`src/rtl/pfc_pkg.sv`:
```
// pfc_pkg: shared encodings for the page protection and fault classifier.
// Assumes a 32-bit status word and a two-bit protection field.
package pfc_pkg;
    localparam int PP_W     = 2;
    localparam int STATUS_W = 32;

    typedef enum logic [1:0] {
        ACC_LOAD  = 2'd0,
        ACC_STORE = 2'd1,
        ACC_FETCH = 2'd2,
        ACC_RSVD  = 2'd3
    } acc_e;

    typedef enum logic [1:0] {
        LK_MISS  = 2'd0,
        LK_HIT   = 2'd1,
        LK_SEGNX = 2'd2,
        LK_RSVD  = 2'd3
    } lk_e;

    typedef struct packed {
        logic r;
        logic w;
        logic x;
    } rights_t;

    localparam logic [STATUS_W-1:0] SYN_NONE      = '0;
    localparam logic [STATUS_W-1:0] SYN_DENY_LOAD = 32'h0800_0000;
    localparam logic [STATUS_W-1:0] SYN_DENY_STOR = 32'h0A00_0000;
    localparam logic [STATUS_W-1:0] SYN_MISS_LOAD = 32'h4000_0000;
    localparam logic [STATUS_W-1:0] SYN_MISS_STOR = 32'h4200_0000;
    localparam logic [STATUS_W-1:0] SYN_SEG_NX    = 32'h1000_0000;
endpackage

```
`src/rtl/pfc_rights.sv`:
```
// pfc_rights: picks the access key by privilege and decodes the page
// protection field into read/write rights; execute comes from the segment.
// Assumes inputs are stable combinational values for the current request.
module pfc_rights
    import pfc_pkg::*;
(
    input  logic            user_mode,
    input  logic            key_sup,
    input  logic            key_usr,
    input  logic            seg_noexec,
    input  logic [PP_W-1:0] pp,
    output rights_t         rights
);
    logic key;

    // Select the key bit for the current privilege level.
    always_comb key = user_mode ? key_usr : key_sup;

    // Decode the protection field through the table of the selected key.
    always_comb begin
        rights = '0;
        if (!key) begin
            rights.r = 1'b1;
            rights.w = (pp != 2'd3);
        end else begin
            rights.r = (pp != 2'd0);
            rights.w = (pp == 2'd2);
        end
        rights.x = !seg_noexec;
    end
endmodule

```
`src/rtl/pfc_fault.sv`:
```
// pfc_fault: ranks fault causes and encodes the status word.
// Ranking: segment no-execute on a fetch, then missing entry, then rights.
// Assumes rights come from pfc_rights for the same request.
module pfc_fault
    import pfc_pkg::*;
(
    input  acc_e                  acc,
    input  lk_e                   lookup,
    input  logic                  seg_noexec,
    input  rights_t               rights,
    output rights_t               grant,
    output logic                  fault,
    output logic                  instr,
    output logic [STATUS_W-1:0]   status
);
    logic is_fetch, is_store, entry_used, need_ok;

    // Classify the access and whether a page entry applies.
    always_comb begin
        is_fetch   = (acc == ACC_FETCH);
        is_store   = (acc == ACC_STORE);
        entry_used = (lookup == LK_HIT) || (lookup == LK_SEGNX && !is_fetch);
        if (is_fetch)      need_ok = rights.x;
        else if (is_store) need_ok = rights.w;
        else               need_ok = rights.r;
    end

    // Choose fault, syndrome and reported rights in priority order.
    always_comb begin
        instr  = is_fetch;
        fault  = 1'b0;
        status = SYN_NONE;
        grant  = entry_used ? rights : '0;
        if (is_fetch && (seg_noexec || lookup == LK_SEGNX)) begin
            fault  = 1'b1;
            status = SYN_SEG_NX;
            grant  = '0;
        end else if (!entry_used) begin
            fault  = 1'b1;
            status = is_store ? SYN_MISS_STOR : SYN_MISS_LOAD;
        end else if (!need_ok) begin
            fault  = 1'b1;
            status = is_store ? SYN_DENY_STOR : SYN_DENY_LOAD;
        end
    end
endmodule

```
`src/rtl/pfc_outreg.sv`:
```
// pfc_outreg: captures the classifier result on a strobe and holds it.
// Assumes synchronous active-low reset clearing every output.
module pfc_outreg
    import pfc_pkg::*;
(
    input  logic                clk,
    input  logic                rst_n,
    input  logic                in_valid,
    input  rights_t             d_grant,
    input  logic                d_fault,
    input  logic                d_instr,
    input  logic [STATUS_W-1:0] d_status,
    output logic                q_valid,
    output rights_t             q_grant,
    output logic                q_fault,
    output logic                q_instr,
    output logic [STATUS_W-1:0] q_status
);
    // Register results for one-cycle latency, holding between strobes.
    always_ff @(posedge clk) begin
        if (!rst_n) begin
            q_valid  <= 1'b0;
            q_grant  <= '0;
            q_fault  <= 1'b0;
            q_instr  <= 1'b0;
            q_status <= '0;
        end else begin
            q_valid <= in_valid;
            if (in_valid) begin
                q_grant  <= d_grant;
                q_fault  <= d_fault;
                q_instr  <= d_instr;
                q_status <= d_status;
            end
        end
    end
endmodule

```
`src/rtl/pfc_classifier.sv`:
```
// pfc_classifier: top of the page protection and fault classifier.
// Combines key/rights decode, fault ranking and the output register.
// Assumes access code 3 acts as a load and lookup code 3 as a miss.
module pfc_classifier
    import pfc_pkg::*;
(
    input  logic                clk,
    input  logic                rst_n,
    input  logic                in_valid,
    input  logic [1:0]          acc_kind,
    input  logic                user_mode,
    input  logic                seg_key_sup,
    input  logic                seg_key_usr,
    input  logic                seg_noexec,
    input  logic [1:0]          page_pp,
    input  logic [1:0]          lookup_code,
    output logic                out_valid,
    output logic                grant_r,
    output logic                grant_w,
    output logic                grant_x,
    output logic                fault,
    output logic                fault_instr,
    output logic [31:0]         status
);
    rights_t             dec_rights, nxt_grant, q_grant;
    logic                nxt_fault, nxt_instr;
    logic [STATUS_W-1:0] nxt_status;

    pfc_rights u_rights (
        .user_mode  (user_mode),
        .key_sup    (seg_key_sup),
        .key_usr    (seg_key_usr),
        .seg_noexec (seg_noexec),
        .pp         (page_pp),
        .rights     (dec_rights)
    );

    pfc_fault u_fault (
        .acc        (acc_e'(acc_kind)),
        .lookup     (lk_e'(lookup_code)),
        .seg_noexec (seg_noexec),
        .rights     (dec_rights),
        .grant      (nxt_grant),
        .fault      (nxt_fault),
        .instr      (nxt_instr),
        .status     (nxt_status)
    );

    pfc_outreg u_outreg (
        .clk      (clk),
        .rst_n    (rst_n),
        .in_valid (in_valid),
        .d_grant  (nxt_grant),
        .d_fault  (nxt_fault),
        .d_instr  (nxt_instr),
        .d_status (nxt_status),
        .q_valid  (out_valid),
        .q_grant  (q_grant),
        .q_fault  (fault),
        .q_instr  (fault_instr),
        .q_status (status)
    );

    // Unpack registered rights onto the ports.
    always_comb begin
        grant_r = q_grant.r;
        grant_w = q_grant.w;
        grant_x = q_grant.x;
    end

    p_latency_r11: assert property (@(posedge clk) disable iff (!rst_n)
        in_valid |=> out_valid);
    p_pulse_r11: assert property (@(posedge clk) disable iff (!rst_n)
        !in_valid |=> !out_valid);
    p_hold_r11: assert property (@(posedge clk) disable iff (!rst_n)
        !in_valid |=> ($stable(status) && $stable(fault) && $stable(fault_instr)));
    p_class_r9: assert property (@(posedge clk) disable iff (!rst_n)
        in_valid |=> (fault_instr == ($past(acc_kind) == 2'd2)));
    p_zero_status_r10: assert property (@(posedge clk) disable iff (!rst_n)
        out_valid |-> (fault ? (status != 32'd0) : (status == 32'd0)));
    p_nx_first_r8: assert property (@(posedge clk) disable iff (!rst_n)
        (in_valid && acc_kind == 2'd2 && seg_noexec) |=> (fault && status == 32'h1000_0000));
    p_noexec_r4: assert property (@(posedge clk) disable iff (!rst_n)
        (in_valid && seg_noexec) |=> !grant_x);
endmodule

```
`config.mk`:
```
export PLATFORM = sky130hd
export DESIGN_NAME = pfc_classifier
export DESIGN_NICKNAME = d
export VERILOG_FILES = /design/src/rtl/pfc_pkg.sv /design/src/rtl/pfc_rights.sv /design/src/rtl/pfc_fault.sv /design/src/rtl/pfc_outreg.sv /design/src/rtl/pfc_classifier.sv
export SDC_FILE = /design/constraint.sdc
export NUM_CORES = 1
export LEC_CHECK = 0
export CORE_MARGIN = 8
export CORE_UTILIZATION = 34
export CTS_BUF_LIST = sky130_fd_sc_hd__clkbuf_8
export CTS_CLUSTER_DIAMETER = 150
export DETAILED_ROUTE_END_ITERATION = 12
export PLACE_DENSITY = 0.8
export SKIP_CTS_REPAIR_TIMING = 1
export SYNTH_ARGS = -nofsm -noshare
export SYNTH_HDL_FRONTEND = slang
export SYNTH_SLANG_ARGS = --single-unit
```
`constraint.sdc`:
```
create_clock -name clk -period 1.4 [get_ports clk]
set_clock_uncertainty 0.15 [all_clocks]
set_input_delay 0.28 -clock clk [delete_from_list [all_inputs] [get_ports clk]]
set_output_delay 0.28 -clock clk [all_outputs]
set_load 0.02 [all_outputs]
```
# Word-level counts from Yosys, hierarchy flattened
# Cells that the tools add are included.
# Widths: inputs -> output; s select.
# classes
eq_ne	6
order_cmp	0
reduce_logical	7
div_mod_pow	0
bitwise_logic	0
shifts	0
muxes	14
mul	0
add_sub_neg	0
# op_table
op	n
$mux 32	3
$mux 26	2
$eq 2x2->1 const B	3
$mux 1	6
$mux 3	2
$eq 2x1->1 const B	2
$logic_and 1x1->1	2
$logic_not 1->1	2
$logic_or 1x1->1	2
$mux 2	1
$ne 2x2->1 const B	1
$reduce_bool 2->1	1
# word_totals
elab_cells	34
latchBits	0
ff_bits	38
rom_bits	0
mem_bits_rw	0
memories	0
out_inout_bits	38

# Depth between registers and ports, before layout
# logic_depth
depth_word	7
ltp_mapped	5

# Modules after synthesis
# Synthesis repeated with hierarchy kept, for this count alone.
# unflattened
hier_cells	174
area_unflattened_um2	1814.2
# by_module_without_submodules
mod	seq_area_each_um2	area_per_inst_um2	n_inst	cells_per_inst
pfc_outreg	760.7	1433.9	1	121
pfc_fault	0.0	344.1	1	48
pfc_rights	0.0	36.3	1	5

# Worst setup path after synthesis
# OpenSTA, ideal clock, no wires.
# synth_timing
path_kind	input to register
from	in user_mode
to	reg u_outreg.q_status[25]
required_time_ns	1.133
stages	4
t_arrival_ns	0.902
setup_slack_ns	0.230
setup_time_ns	0.117
path_buffers	0
cell_sequence	mux2i_1 -> mux2i_1 -> nand2b_1 -> a32o_1
# synth_via
elab_chain_len	7
# synth_lines
item	line	source
start: declaration	pfc_classifier.sv:11	input logic user_mode,
$mux 1	pfc_rights.sv:17	always_comb key = user_mode ? key_usr : key_sup;
$mux 2	pfc_rights.sv:22	if (!key) begin
$mux 1	pfc_fault.sv:24	else if (is_store) need_ok = rights.w;
$mux 1	pfc_fault.sv:23	if (is_fetch) need_ok = rights.x;
$mux 32	pfc_fault.sv:41	end else if (!need_ok) begin
$mux 32	pfc_fault.sv:38	end else if (!entry_used) begin
$mux 32	pfc_fault.sv:34	if (is_fetch && (seg_noexec || lookup == LK_SEGNX)) begin
end signal: assignment	pfc_outreg.sv:33	q_status <= d_status;
end: declaration	pfc_outreg.sv:17	output logic [STATUS_W-1:0] q_status
# Every way passes these cells.
# A chain may end at the register's enable or synchronous reset.

# Worst setup path after layout
# layout_timing
from	in page_pp[0]
to	reg u_outreg.q_status[25]
# layout_via
elab_chain_len	7
# layout_lines
item	line	source
start: declaration	pfc_classifier.sv:15	input logic [1:0] page_pp,
$ne 2x2->1 (tied with other cells)	pfc_rights.sv:24	rights.w = (pp != 2'd3);
$mux 2 *	pfc_rights.sv:22	
$mux 1 *	pfc_fault.sv:24	
$mux 1 *	pfc_fault.sv:23	
$mux 32 *	pfc_fault.sv:41	
$mux 32 *	pfc_fault.sv:38	
$mux 32 *	pfc_fault.sv:34	
# Mark *: on every way between the ends. The rest lies on a longest branch, timed or not.

==> reports/qor.log <==
qor: worst_hold_path.timing.hold.worst.start u_outreg.q_grant[2]$_SDFFE_PN0P_
qor: timing.slew_viol_final 0
qor: clocking.tritoncts yes
qor: yosys.synth_cell_type_count 22
qor: placement.gp_congestion 0.774
qor: worst_hold_path.hp-class flip-flop to flip-flop
qor: global_routing.largest_net_degree_at_the_start_of_global_routing 8
qor: setup_path.worst-r2r-setup-slack 0.59 ns
qor: detailed_routing.drt-wirelength-per-cell 12.7 um
qor: timing.period_needed 1.38 ns
qor: detailed_routing.vias 566
qor: setup_path.cp.depth 5
qor: setup_path.cp_cell_sequence clkdlybuf4s50_1 > inv_1 > mux2i_4 > nand2b_1 > a32o_1
qor: yosys.synthDominantAreaCellType sky130_fd_sc_hd__buf_4
qor: clocking.clock_tree.root_cell sky130_fd_sc_hd__clkbuf_8
qor: yosys.synth_area 683 um^2
qor: global_routing.grtUsageTotal 8.63%
qor: setup_path.worstSetupStartpoint page_pp[0]
qor: setup_path.critPathMaxFanout 3
qor: timing.timing.final.setup_violations 0
qor: global_routing.globalRoute.totalOverflow 0
qor: floorplanning.initial_utilization 35.5%
qor: placement.dp_cells 132
qor: detailed_routing.ant_nets 0
qor: layout.filler_cell_count 186
qor: yosys.syn-mean-instance-area 8.33 um^2
qor: layout.diodes 0
qor: layout.synthToLayoutAreaGrowth 48.7%
qor: yosys.yosys_warnings 0
qor: setup_path.worst_setup_path_end_kind flip-flop
qor: detailed_routing.remaining_design_rule_violation_count 0
qor: detailed_routing.detailedRoute.firstIterationViolations 11
qor: clocking.clk_transition_reported_paths 0.05 ns
qor: worst_hold_path.cell_depth_of_the_worst_min_delay_path 2
qor: layout.drive_gt1_share 16.4%
qor: detailed_routing.vias_per_cell 4.13
qor: setup_path.rr_startpoint u_outreg.q_status[30]$_SDFFE_PN0P_
qor: layout.final_cell_mix 28 x sky130_fd_sc_hd__conb_1, 18 x sky130_fd_sc_hd__dlymetal6s2s_1, 10 x sky130_fd_sc_hd__dfxtp_1
qor: layout.post-route-cell-area 1020 um^2
qor: setup_path.critical_path.startpoint_type input port
qor: global_routing.grt_pass1_vias 524
qor: global_routing.global_route_wire_length_before_repair 2.36 mm
qor: floorplanning.die-area 3700 um^2
qor: layout.num-nets-final 124
qor: floorplanning.ioPinCount 51
qor: floorplanning.core_area 1920 um^2
qor: layout.layout.cells.most_common sky130_fd_sc_hd__conb_1
qor: detailed_routing.drtPass1Iterations 4
qor: setup_path.path_class input port to flip-flop
qor: setup_path.crit_buf_inv 2
qor: timing.final_cycle_share 98.5%
qor: clocking.clock_path_buffers 2
qor: timing.final-hold-violation-count 0
qor: setup_path.cp_top_family buffers and inverters
qor: clocking.clock_latency 0.23 ns
qor: detailed_routing.drt_wl_total 1.74 mm
qor: setup_path.timing.critical_path.slowest_stage_cell sky130_fd_sc_hd__clkdlybuf4s50_1
qor: status.result_of_the_run complete, no violations
qor: yosys.synth_seq_cells 10
qor: floorplanning.die_h 60.8 um
qor: clocking.numClockSinks 10
qor: setup_path.cp.arrival 1.35 ns
qor: yosys.netlist.area_leader.share 30.8%
qor: power_and_ir_drop.p_per_area 919 nW/um^2
qor: setup_path.max_stage_delay 0.46 ns
qor: yosys.synth.area.top_cells sky130_fd_sc_hd__buf_4 31%, sky130_fd_sc_hd__dfxtp_1 29%, sky130_fd_sc_hd__nand2b_1 4.6%, sky130_fd_sc_hd__mux2i_1 4.4%, sky130_fd_sc_hd__nand2_1 4.4%
qor: yosys.netlist_instances 82
qor: setup_path.r2r_end u_outreg.q_status[30]$_SDFFE_PN0P_
qor: setup_path.endpoint u_outreg.q_status[25]$_SDFFE_PN0P_
qor: timing.whs 0.309 ns
qor: global_routing.antenna_found_initial 0
qor: layout.final_cell_count_no_fill 137
qor: floorplanning.die-width 60.8 um
qor: clocking.htree_num_levels 1
qor: setup_path.timing.reg2reg.worst_path_depth 2
qor: placement.port-buffer-count 22
qor: floorplanning.std_cell_rows 16
qor: placement.placement.cell_area 848 um^2
qor: timing.max_freq 725 MHz
qor: job.max_cap_violations 0
qor: power_and_ir_drop.max-vdd-ir-drop 0.000409 V
qor: setup_path.crit_required 1.37 ns
qor: clocking.cts_inserted_buffers 3
qor: power_and_ir_drop.leakage 0.667 nW
qor: yosys.synth-seq-area-share 29.3%
qor: placement.dp_hpwl 1.39 mm
[cell usage after synthesis]
cell and number:
sky130_fd_sc_hd__a21boi_0 3, sky130_fd_sc_hd__a21boi_1 2, sky130_fd_sc_hd__a31oi_1 1, sky130_fd_sc_hd__a32o_1 1, sky130_fd_sc_hd__buf_2 2, sky130_fd_sc_hd__buf_4 28
sky130_fd_sc_hd__conb_1 1, sky130_fd_sc_hd__dfxtp_1 10, sky130_fd_sc_hd__inv_1 3, sky130_fd_sc_hd__mux2i_1 3, sky130_fd_sc_hd__nand2_1 8, sky130_fd_sc_hd__nand2b_1 5
sky130_fd_sc_hd__nand3_1 3, sky130_fd_sc_hd__nand3b_1 1, sky130_fd_sc_hd__nor2_1 1, sky130_fd_sc_hd__nor2b_1 1, sky130_fd_sc_hd__nor2b_4 1, sky130_fd_sc_hd__o21ai_0 4
sky130_fd_sc_hd__o22ai_1 1, sky130_fd_sc_hd__o22ai_2 1, sky130_fd_sc_hd__o311ai_1 1, sky130_fd_sc_hd__xnor2_1 1
[layout make-up]
class,instances,area (um^2),area share [%]
sequential,10,200,19.7
timing repair buffer,27,307,30.2
clock buffer,4,55.1,5.42
inverter,3,11.3,1.11
tap,27,33.8,3.33
multi-input combinational,66,409,40.3
[sequential cells by signal (all words and copies together) (netlist names)]
register	count
u_outreg.q_instr	1
u_outreg.q_grant	3
u_outreg.q_fault	1
u_outreg.q_valid	1
u_outreg.q_status	4
[cell families after synthesis]
group                  synth area share, %
XOR/XNOR                              1.28
flip-flops                            29.3
buffers and inverters                 33.9
other                                0.549
AO/OA/AOI/OAI                         14.8
multiplexers                          4.40
AND/OR/NAND/NOR                       15.8
[layer usage]
layer,wire length [um],track usage [%],vias to the layer above
li1,-,-,269
met1,624,8.32,258
met2,866,14.9,36
met3,228,3.81,3
met4,23,4.98,0
met5,0,0,-
[how the worst min path moves through the flow]
stage,slack [ns],to
after global placement,0.29,u_outreg.q_grant[2]$_SDFFE_PN0P_
after floorplan,0.32,u_outreg.q_grant[0]$_SDFFE_PN0P_
after CTS,0.30,u_outreg.q_grant[2]$_SDFFE_PN0P_
after global routing,0.33,u_outreg.q_grant[2]$_SDFFE_PN0P_
final,0.31,u_outreg.q_grant[2]$_SDFFE_PN0P_
after detailed placement,0.29,u_outreg.q_grant[2]$_SDFFE_PN0P_
[worst min-delay path, cell delays in order, from the launching register on]
cell                       delay [ns]
sky130_fd_sc_hd__dfxtp_1         0.30
sky130_fd_sc_hd__nand2_1         0.06
sky130_fd_sc_hd__a21boi_1        0.05
[power by group]
group          switching (mW)  internal (mW)  leakage [nW]  total [mW]
sequential            0.00656          0.300        0.0820       0.307
clock                   0.117          0.248        0.0288       0.365
combinational           0.158          0.104         0.556       0.262
total                   0.282          0.652         0.667       0.934
[per-stage QoR]
step | TNS [ns] | total power, mW | setup WS, ns | utilization [%]
floorplan | 0 | 0.514 | 0.230 | -
global placement | -1.68 | 0.538 | -0.302 | 44.1
detailed placement | -2.09 | 0.543 | -0.356 | 44.1
CTS | -2.35 | 0.908 | -0.233 | 47.0
global route | -0.00736 | 0.978 | -0.00736 | 52.9
finish | 0 | 0.934 | 0.0213 | 52.9
Note: power is estimated with default switching activity, not from simulation.
